**config.mk**
```make
export PLATFORM = sky130hd
export DESIGN_NAME = pcrel_branch_unit
export DESIGN_NICKNAME = d
export VERILOG_FILES = /design/src/rtl/pcb_pkg.sv /design/src/rtl/pcb_branch.sv /design/src/rtl/pcb_pcrel.sv /design/src/rtl/pcb_ctl.sv /design/src/rtl/pcrel_branch_unit.sv
export SDC_FILE = /design/constraint.sdc
export NUM_CORES = 1
export LEC_CHECK = 0
export BUFFER_PORTS_ARGS = -buffer_cell sky130_fd_sc_hd__buf_4
export CAP_MARGIN = 40
export CELL_PAD_IN_SITES_DETAIL_PLACEMENT = 0
export CELL_PAD_IN_SITES_GLOBAL_PLACEMENT = 1
export CORE_MARGIN = 2
export CORE_UTILIZATION = 43
export CTS_CLUSTER_DIAMETER = 200
export DETAILED_ROUTE_END_ITERATION = 12
export GPL_TIMING_DRIVEN = 0
export PLACE_DENSITY = 0.95
export SLEW_MARGIN = 30
export SYNTH_ARGS = -nofsm -noshare
export SYNTH_HDL_FRONTEND = slang
export SYNTH_SLANG_ARGS = --single-unit
```
**constraint.sdc**
```tcl
create_clock -name clk -period 7.7 [get_ports clk]
set_clock_uncertainty 0.2 [all_clocks]
set_input_delay 2.31 -clock clk [delete_from_list [all_inputs] [get_ports clk]]
set_output_delay 2.31 -clock clk [all_outputs]
set_load 0.005 [all_outputs]
```
**src/rtl/pcb_pkg.sv**
```systemverilog
package pcb_pkg;

    typedef enum logic [2:0] {
        OPC_SEQ   = 3'd0,
        OPC_BRA   = 3'd1,
        OPC_BRAL  = 3'd2,
        OPC_ZJ    = 3'd3,
        OPC_JXL   = 3'd4,
        OPC_PCREL = 3'd5
    } opc_e;

    typedef enum logic {
        ST_IDLE   = 1'b0,
        ST_RESULT = 1'b1
    } ctl_state_e;

    // Sub-operation codes of the PC-relative class
    localparam logic [4:0] SUB_ADDUP    = 5'b11110;
    localparam logic [4:0] SUB_ADDUP_AL = 5'b11111;
    localparam logic [1:0] SUB_ADDI     = 2'b00;
    localparam logic [1:0] SUB_LOADW    = 2'b01;

endpackage

```
**src/rtl/pcb_branch.sv**
```systemverilog
module pcb_branch
    import pcb_pkg::*;
#(
    parameter int XLEN = 32,
    parameter int REGW = 5
) (
    input  logic [2:0]      opcode,
    input  logic            link_sel,
    input  logic [XLEN-1:0] pc,
    input  logic [XLEN-1:0] rs_val,
    input  logic [XLEN-1:0] rt_val,
    input  logic [REGW-1:0] rs_idx,
    input  logic [15:0]     imm16,
    input  logic [20:0]     imm21,
    input  logic [25:0]     imm26,
    output logic            br_redirect,
    output logic [XLEN-1:0] br_target,
    output logic            br_link
);

    logic [XLEN-1:0] pc_seq;
    logic [XLEN-1:0] off_long;
    logic [XLEN-1:0] off_zero;
    logic [XLEN-1:0] off_idx;

    assign pc_seq   = pc + XLEN'(4);
    assign off_long = XLEN'($signed(imm26)) << 2;
    assign off_zero = XLEN'($signed(imm21)) << 2;
    assign off_idx  = XLEN'($signed(imm16));

    always_comb begin
        br_redirect = 1'b0;
        br_target   = pc_seq;
        br_link     = 1'b0;
        unique case (opcode)
            OPC_BRA: begin
                br_redirect = 1'b1;
                br_target   = pc_seq + off_long;
            end
            OPC_BRAL: begin
                br_redirect = 1'b1;
                br_target   = pc_seq + off_long;
                br_link     = 1'b1;
            end
            OPC_ZJ: begin
                if (rs_idx != '0) begin
                    if (rs_val == '0) begin
                        br_redirect = 1'b1;
                        br_target   = pc_seq + off_zero;
                    end
                end else begin
                    br_redirect = 1'b1;
                    br_target   = rt_val + off_idx;
                end
            end
            OPC_JXL: begin
                br_redirect = 1'b1;
                br_target   = rt_val + off_idx;
                br_link     = link_sel;
            end
            default: begin
                br_redirect = 1'b0;
                br_target   = pc_seq;
                br_link     = 1'b0;
            end
        endcase
    end

endmodule

```
**src/rtl/pcb_pcrel.sv**
```systemverilog
module pcb_pcrel
    import pcb_pkg::*;
#(
    parameter int XLEN = 32
) (
    input  logic [XLEN-1:0] pc,
    input  logic [15:0]     imm16,
    input  logic [18:0]     imm19,
    input  logic [4:0]      sel,
    output logic            pr_alu,
    output logic [XLEN-1:0] pr_data,
    output logic            pr_load,
    output logic [XLEN-1:0] pr_addr,
    output logic            pr_bad
);

    localparam int LOWW = 16;

    logic [XLEN-1:0] upper_sum;
    logic [XLEN-1:0] word_sum;

    assign upper_sum = pc + (XLEN'($signed(imm16)) << LOWW);
    assign word_sum  = pc + (XLEN'($signed(imm19)) << 2);
    assign pr_addr   = word_sum;

    always_comb begin
        pr_alu  = 1'b0;
        pr_data = '0;
        pr_load = 1'b0;
        pr_bad  = 1'b0;
        if (sel == SUB_ADDUP) begin
            pr_alu  = 1'b1;
            pr_data = upper_sum;
        end else if (sel == SUB_ADDUP_AL) begin
            pr_alu  = 1'b1;
            pr_data = {upper_sum[XLEN-1:LOWW], {LOWW{1'b0}}};
        end else begin
            unique case (sel[4:3])
                SUB_ADDI: begin
                    pr_alu  = 1'b1;
                    pr_data = word_sum;
                end
                SUB_LOADW: pr_load = 1'b1;
                default:   pr_bad  = 1'b1;
            endcase
        end
    end

endmodule

```
**src/rtl/pcb_ctl.sv**
```systemverilog
module pcb_ctl
    import pcb_pkg::*;
#(
    parameter int XLEN = 32,
    parameter int REGW = 5
) (
    input  logic            clk,
    input  logic            rst_n,
    input  logic            in_valid,
    input  logic [XLEN-1:0] d_next_pc,
    input  logic            d_redirect,
    input  logic            d_link_we,
    input  logic [XLEN-1:0] d_link_data,
    input  logic            d_alu_we,
    input  logic [REGW-1:0] d_alu_idx,
    input  logic [XLEN-1:0] d_alu_data,
    input  logic            d_ld_req,
    input  logic [XLEN-1:0] d_ld_addr,
    input  logic            d_illegal,
    output logic            out_valid,
    output logic [XLEN-1:0] next_pc,
    output logic            pc_redirect,
    output logic            link_we,
    output logic [XLEN-1:0] link_data,
    output logic            alu_we,
    output logic [REGW-1:0] alu_idx,
    output logic [XLEN-1:0] alu_data,
    output logic            ld_req,
    output logic [XLEN-1:0] ld_addr,
    output logic            illegal
);

    ctl_state_e state;
    ctl_state_e state_nx;

    always_comb begin
        unique case (state)
            ST_IDLE:   state_nx = in_valid ? ST_RESULT : ST_IDLE;
            ST_RESULT: state_nx = in_valid ? ST_RESULT : ST_IDLE;
            default:   state_nx = ST_IDLE;
        endcase
    end

    always_ff @(posedge clk) begin
        if (!rst_n) state <= ST_IDLE;
        else        state <= state_nx;
    end

    assign out_valid = (state == ST_RESULT);

    always_ff @(posedge clk) begin
        if (!rst_n) begin
            next_pc     <= '0;
            pc_redirect <= 1'b0;
            link_we     <= 1'b0;
            link_data   <= '0;
            alu_we      <= 1'b0;
            alu_idx     <= '0;
            alu_data    <= '0;
            ld_req      <= 1'b0;
            ld_addr     <= '0;
            illegal     <= 1'b0;
        end else if (state_nx == ST_RESULT) begin
            next_pc     <= d_next_pc;
            pc_redirect <= d_redirect;
            link_we     <= d_link_we;
            link_data   <= d_link_data;
            alu_we      <= d_alu_we;
            alu_idx     <= d_alu_idx;
            alu_data    <= d_alu_data;
            ld_req      <= d_ld_req;
            ld_addr     <= d_ld_addr;
            illegal     <= d_illegal;
        end else begin
            pc_redirect <= 1'b0;
            link_we     <= 1'b0;
            alu_we      <= 1'b0;
            ld_req      <= 1'b0;
            illegal     <= 1'b0;
        end
    end

endmodule

```
**src/rtl/pcrel_branch_unit.sv**
```systemverilog
module pcrel_branch_unit
    import pcb_pkg::*;
#(
    parameter int XLEN     = 32,
    parameter int REGW     = 5,
    parameter int LINK_REG = 31
) (
    input  logic            clk,
    input  logic            rst_n,
    input  logic            in_valid,
    input  logic [2:0]      opcode,
    input  logic            link_sel,
    input  logic [XLEN-1:0] pc,
    input  logic [XLEN-1:0] rs_val,
    input  logic [XLEN-1:0] rt_val,
    input  logic [REGW-1:0] rs_idx,
    input  logic [15:0]     imm16,
    input  logic [18:0]     imm19,
    input  logic [20:0]     imm21,
    input  logic [25:0]     imm26,
    output logic            out_valid,
    output logic [XLEN-1:0] next_pc,
    output logic            pc_redirect,
    output logic            link_we,
    output logic [REGW-1:0] link_idx,
    output logic [XLEN-1:0] link_data,
    output logic            alu_we,
    output logic [REGW-1:0] alu_idx,
    output logic [XLEN-1:0] alu_data,
    output logic            ld_req,
    output logic [XLEN-1:0] ld_addr,
    output logic            illegal
);

    logic            br_redirect;
    logic [XLEN-1:0] br_target;
    logic            br_link;
    logic            pr_alu;
    logic [XLEN-1:0] pr_data;
    logic            pr_load;
    logic [XLEN-1:0] pr_addr;
    logic            pr_bad;

    logic            is_pcrel;
    logic            bad_class;
    logic            bad_any;
    logic [XLEN-1:0] pc_seq;

    pcb_branch #(.XLEN(XLEN), .REGW(REGW)) u_branch (
        .opcode      (opcode),
        .link_sel    (link_sel),
        .pc          (pc),
        .rs_val      (rs_val),
        .rt_val      (rt_val),
        .rs_idx      (rs_idx),
        .imm16       (imm16),
        .imm21       (imm21),
        .imm26       (imm26),
        .br_redirect (br_redirect),
        .br_target   (br_target),
        .br_link     (br_link)
    );

    pcb_pcrel #(.XLEN(XLEN)) u_pcrel (
        .pc      (pc),
        .imm16   (imm16),
        .imm19   (imm19),
        .sel     (imm21[20:16]),
        .pr_alu  (pr_alu),
        .pr_data (pr_data),
        .pr_load (pr_load),
        .pr_addr (pr_addr),
        .pr_bad  (pr_bad)
    );

    assign pc_seq    = pc + XLEN'(4);
    assign is_pcrel  = (opcode == OPC_PCREL);
    assign bad_class = (opcode > OPC_PCREL);
    assign bad_any   = bad_class | (is_pcrel & pr_bad);
    assign link_idx  = REGW'(LINK_REG);

    pcb_ctl #(.XLEN(XLEN), .REGW(REGW)) u_ctl (
        .clk         (clk),
        .rst_n       (rst_n),
        .in_valid    (in_valid),
        .d_next_pc   (bad_any ? pc_seq : br_target),
        .d_redirect  (br_redirect & ~bad_any),
        .d_link_we   (br_link & ~bad_any),
        .d_link_data (pc_seq),
        .d_alu_we    (is_pcrel & pr_alu & ~bad_any),
        .d_alu_idx   (rs_idx),
        .d_alu_data  (pr_data),
        .d_ld_req    (is_pcrel & pr_load & ~bad_any),
        .d_ld_addr   (pr_addr),
        .d_illegal   (bad_any),
        .out_valid   (out_valid),
        .next_pc     (next_pc),
        .pc_redirect (pc_redirect),
        .link_we     (link_we),
        .link_data   (link_data),
        .alu_we      (alu_we),
        .alu_idx     (alu_idx),
        .alu_data    (alu_data),
        .ld_req      (ld_req),
        .ld_addr     (ld_addr),
        .illegal     (illegal)
    );

endmodule

```
==> metrics.log <==
INFO  metric dominantRegCellSynth = sky130_fd_sc_hd__dfxtp_1
INFO  metric portion_of_synthesized_cell_area_occupied_by_the_leading_cell_type = 21.03%
INFO  metric finalCriticalPeriod = 6.574 ns
INFO  metric antenna_violating_nets_post_route = 0
INFO  metric path_max_fanout = 6
INFO  metric hp-start = u_ctl.link_data[9]
INFO  metric critPathLaunch = pc[5]
INFO  metric route.detailed.wl_per_inst = 22.44 um
INFO  metric detail_route.iter0.violations = 1367
INFO  metric floorplan.io_pins = 334
INFO  metric synth-async-reset-ratio = 0%
INFO  metric detailedRoute.firstPassIterationCount = 6
INFO  metric number_of_buffers_inserted_by_port_buffering = 326
INFO  metric die_width = 178.2 um
INFO  metric synth_top_cells_by_area = sky130_fd_sc_hd__dfxtp_1, sky130_fd_sc_hd__ha_1, sky130_fd_sc_hd__xnor2_1
INFO  metric cts.sinks = 137
INFO  metric avgSynthCellArea = 7.677 um2
INFO  metric post_synthesis_cell_type_with_the_largest_combined_area = sky130_fd_sc_hd__dfxtp_1
INFO  metric post_synth_inst_count = 1699
INFO  metric globalRouteTotalUtil = 33.91%
INFO  metric fill_cell_count = 2853
INFO  metric cts.path.max_buffers = 2
INFO  metric vdd.ir_drop.worst = 130.2 uV
INFO  metric setup_viol_count_final = 0
INFO  metric total_power = 0.002789 W
INFO  metric cts_tree = done
INFO  metric relSlewSlack = 39.52%
INFO  metric num-nets-final = 2386
INFO  metric insertion_delay = 0.43 ns
INFO  metric netlist_area = 13040 um2
INFO  metric dp_hpwl = 45240 um
INFO  metric grt_pass1_wl = 81140 um
INFO  metric layout-area-overhead-vs-synth = 27.63%
INFO  metric placementRows = 63
INFO  metric p_leak = 7.523 nW
INFO  metric min_period_over_period = 85.38%
INFO  metric worstSetupEndpointType = flip-flop
INFO  metric vias = 14890
INFO  metric timing_max_transition_violations_final = 0
INFO  metric synth_adder_area_share = 14.00%
INFO  metric hp_class = flip-flop to flip-flop
INFO  metric synth-simple-area-share = 19.19%
INFO  metric cts_post_setup_buffers_inserted = 0
INFO  metric power_density = 167.5 nW/um2
INFO  metric htree_levels = 4
INFO  metric yosys.cell_count.top_type = sky130_fd_sc_hd__nor2_1
INFO  metric worst_ep_arrival_time = 6.67 ns
INFO  metric die_area = 31740 um2
INFO  metric synth_mux_area_share = 2.763%
INFO  metric clockRootBuffer = sky130_fd_sc_hd__clkbuf_16
INFO  metric routed_wl = 55170 um
INFO  metric multiInputGateArea = 9738 um2
INFO  metric antenna_found_initial = 3
INFO  metric cts_buf_count = 17
INFO  metric grt_pass1_vias = 13880
INFO  metric postSynthRegisterBits = 137
INFO  metric route.detailed.vias_per_inst = 6.053
INFO  metric synth.distinct_cells = 82
INFO  metric synth-edff-count = 0
INFO  metric post-route-drc-count = 0
INFO  metric sum_of_negative_setup_slack = 0 ns
INFO  metric clk_pin_slew = 0.06 ns
INFO  metric gp_routability_congestion = 0.9948
INFO  metric maxCapViolCount = 0
INFO  metric total_gr_overflow = 0
INFO  metric ys_seq_area_share = 21.03%
INFO  metric register_area = 2743 um2
INFO  metric worstReg2RegStart = u_ctl.next_pc[27]
INFO  metric die_height = 178.2 um
INFO  metric outcome = finished clean
INFO  metric starting_density_of_the_core = 43.89%
INFO  metric crit_required = 7.80 ns
INFO  metric worst-slew-pin-transition = 0.8977 ns
INFO  metric compound_cell_area_share_of_the_yosys_netlist = 29.43%
INFO  metric grt_max_degree = 19
INFO  metric max_freq = 0.1521 GHz
INFO  metric layout-drive-gt1-share = 19.07%
INFO  metric ys.warnings.count = 0
INFO  metric grt_setup_unrepaired = no
INFO  metric setup.worst_path.start_class = primary input
INFO  metric report.final.hold_viol_count = 0
INFO  metric post_cts_hold_buffer_count = 0
INFO  metric post_cts.resized_instances = 0
INFO  metric main_combinational_cell_family_by_area_after_synthesis = compound AO/OA/AOI/OAI gates
INFO  metric post_synth_xor_area_fraction = 9.122%
INFO  metric yosys-top-cells-count = sky130_fd_sc_hd__nor2_1, sky130_fd_sc_hd__a21oi_1, sky130_fd_sc_hd__ha_1
INFO  metric worst_setup_path_class = primary input to flip-flop
INFO  metric core_area = 29720 um2
-- through the flow --
step,cell area (um2),worst slack [ns],utilization (%),hold slack [ns],std cells
global placement,15990,0.9130,53.82,0.2577,2419
floorplan,13060,1.961,-,0.2618,1703
finish,16650,1.126,56.02,0.2764,2459
CTS,16620,1.324,55.94,0.2786,2454
detailed placement,16020,0.8961,53.91,0.2645,2422
global route,16640,0.8710,56.00,0.3097,2457
-- routing by layer --
metal / global-route usage [%] / vias to the layer above / share of wire, %
li1: - / 7031 / -
met1: 44.77 / 6983 / 42
met2: 54.04 / 756 / 44
met3: 7.012 / 115 / 9.0
met4: 13.32 / 0 / 4.1
met5: 0 / - / 0
-- worst paths after layout --
path	to	slack, ns	cells after the start
max	u_ctl.next_pc[24]	1.13	18
min	u_ctl.link_data[9]	0.28	2
max reg2reg	u_ctl.next_pc[27]	6.19	4
min reg2reg	u_ctl.link_data[9]	0.28	2
-- cells by family after synthesis --
group | after synthesis
adder cells (fa/ha/maj) | 143
XOR/XNOR | 135
AO/OA/AOI/OAI | 581
AND/OR/NAND/NOR | 521
multiplexers | 36
other | 1
flip-flops | 137
buffers and inverters | 145
-- report_power, final --
| group | internal [W] | leakage, nW | switching (W) |
|---|---|---|---|
| Combinational | 0.000468 | 6.09 | 0.000642 |
| Clock | 0.000481 | 0.300 | 0.000392 |
| Sequential | 0.000767 | 1.13 | 0.0000398 |
| Total | 0.00172 | 7.52 | 0.00107 |
-- state kept, by name (all words and copies together) (netlist names) --
register           cells
u_ctl.link_we          1
u_ctl.alu_idx          5
u_ctl.illegal          1
u_ctl.link_data       30
u_ctl.ld_req           1
u_ctl.alu_we           1
u_ctl.ld_addr         32
u_ctl.pc_redirect      1
u_ctl.next_pc         32
u_ctl.out_valid        1
u_ctl.alu_data        32
-- worst max-delay path, stage by stage --
cell and delay (ns):
sky130_fd_sc_hd__buf_4 0.14, sky130_fd_sc_hd__and3_1 0.18, sky130_fd_sc_hd__and2_1 0.18, sky130_fd_sc_hd__nand4_1 0.19, sky130_fd_sc_hd__nor2_1 0.10, sky130_fd_sc_hd__xnor2_1 0.59, sky130_fd_sc_hd__inv_1 0.22, sky130_fd_sc_hd__ha_1 0.41
sky130_fd_sc_hd__a21oi_1 0.17, sky130_fd_sc_hd__a21oi_1 0.12, sky130_fd_sc_hd__a2111oi_0 0.39, sky130_fd_sc_hd__a21oi_1 0.20, sky130_fd_sc_hd__a41oi_1 0.39, sky130_fd_sc_hd__o21a_1 0.22, sky130_fd_sc_hd__xor2_1 0.20, sky130_fd_sc_hd__o221ai_1 0.15
sky130_fd_sc_hd__a221oi_1 0.41, sky130_fd_sc_hd__nor2_1 0.09
-- area by class of cell --
type,instances,area share (%)
multi-input combinational,1421,58.50
sequential,137,16.48
timing repair buffer,331,14.96
tap,390,2.931
clock buffer,19,2.721
buffer,87,2.165
inverter,58,1.308
clock inverter,13,0.9019
antenna,3,0.04510
-- layout by cell type, fill, tap and decap left out, drive strengths merged, types with 7 or more instances in the layout --
cell type    n
a221oi      38
o21bai      15
and2        16
nand2      103
buf        345
o211ai      14
a311oi       7
a21o        54
and3        21
nand3       40
mux2i       36
nand2b      17
a21boi       7
dfxtp      137
xnor2       90
a211oi      46
o21a        24
a31oi       20
nor2       185
a22oi        7
nor3        54
nor4        11
nand4       27
o221ai      18
ha         138
xor2        45
o21ai      130
a21oi      145
clkbuf      92
inv         67
nor2b       16
or3         11
Note: power is estimated with default switching activity, not from simulation.
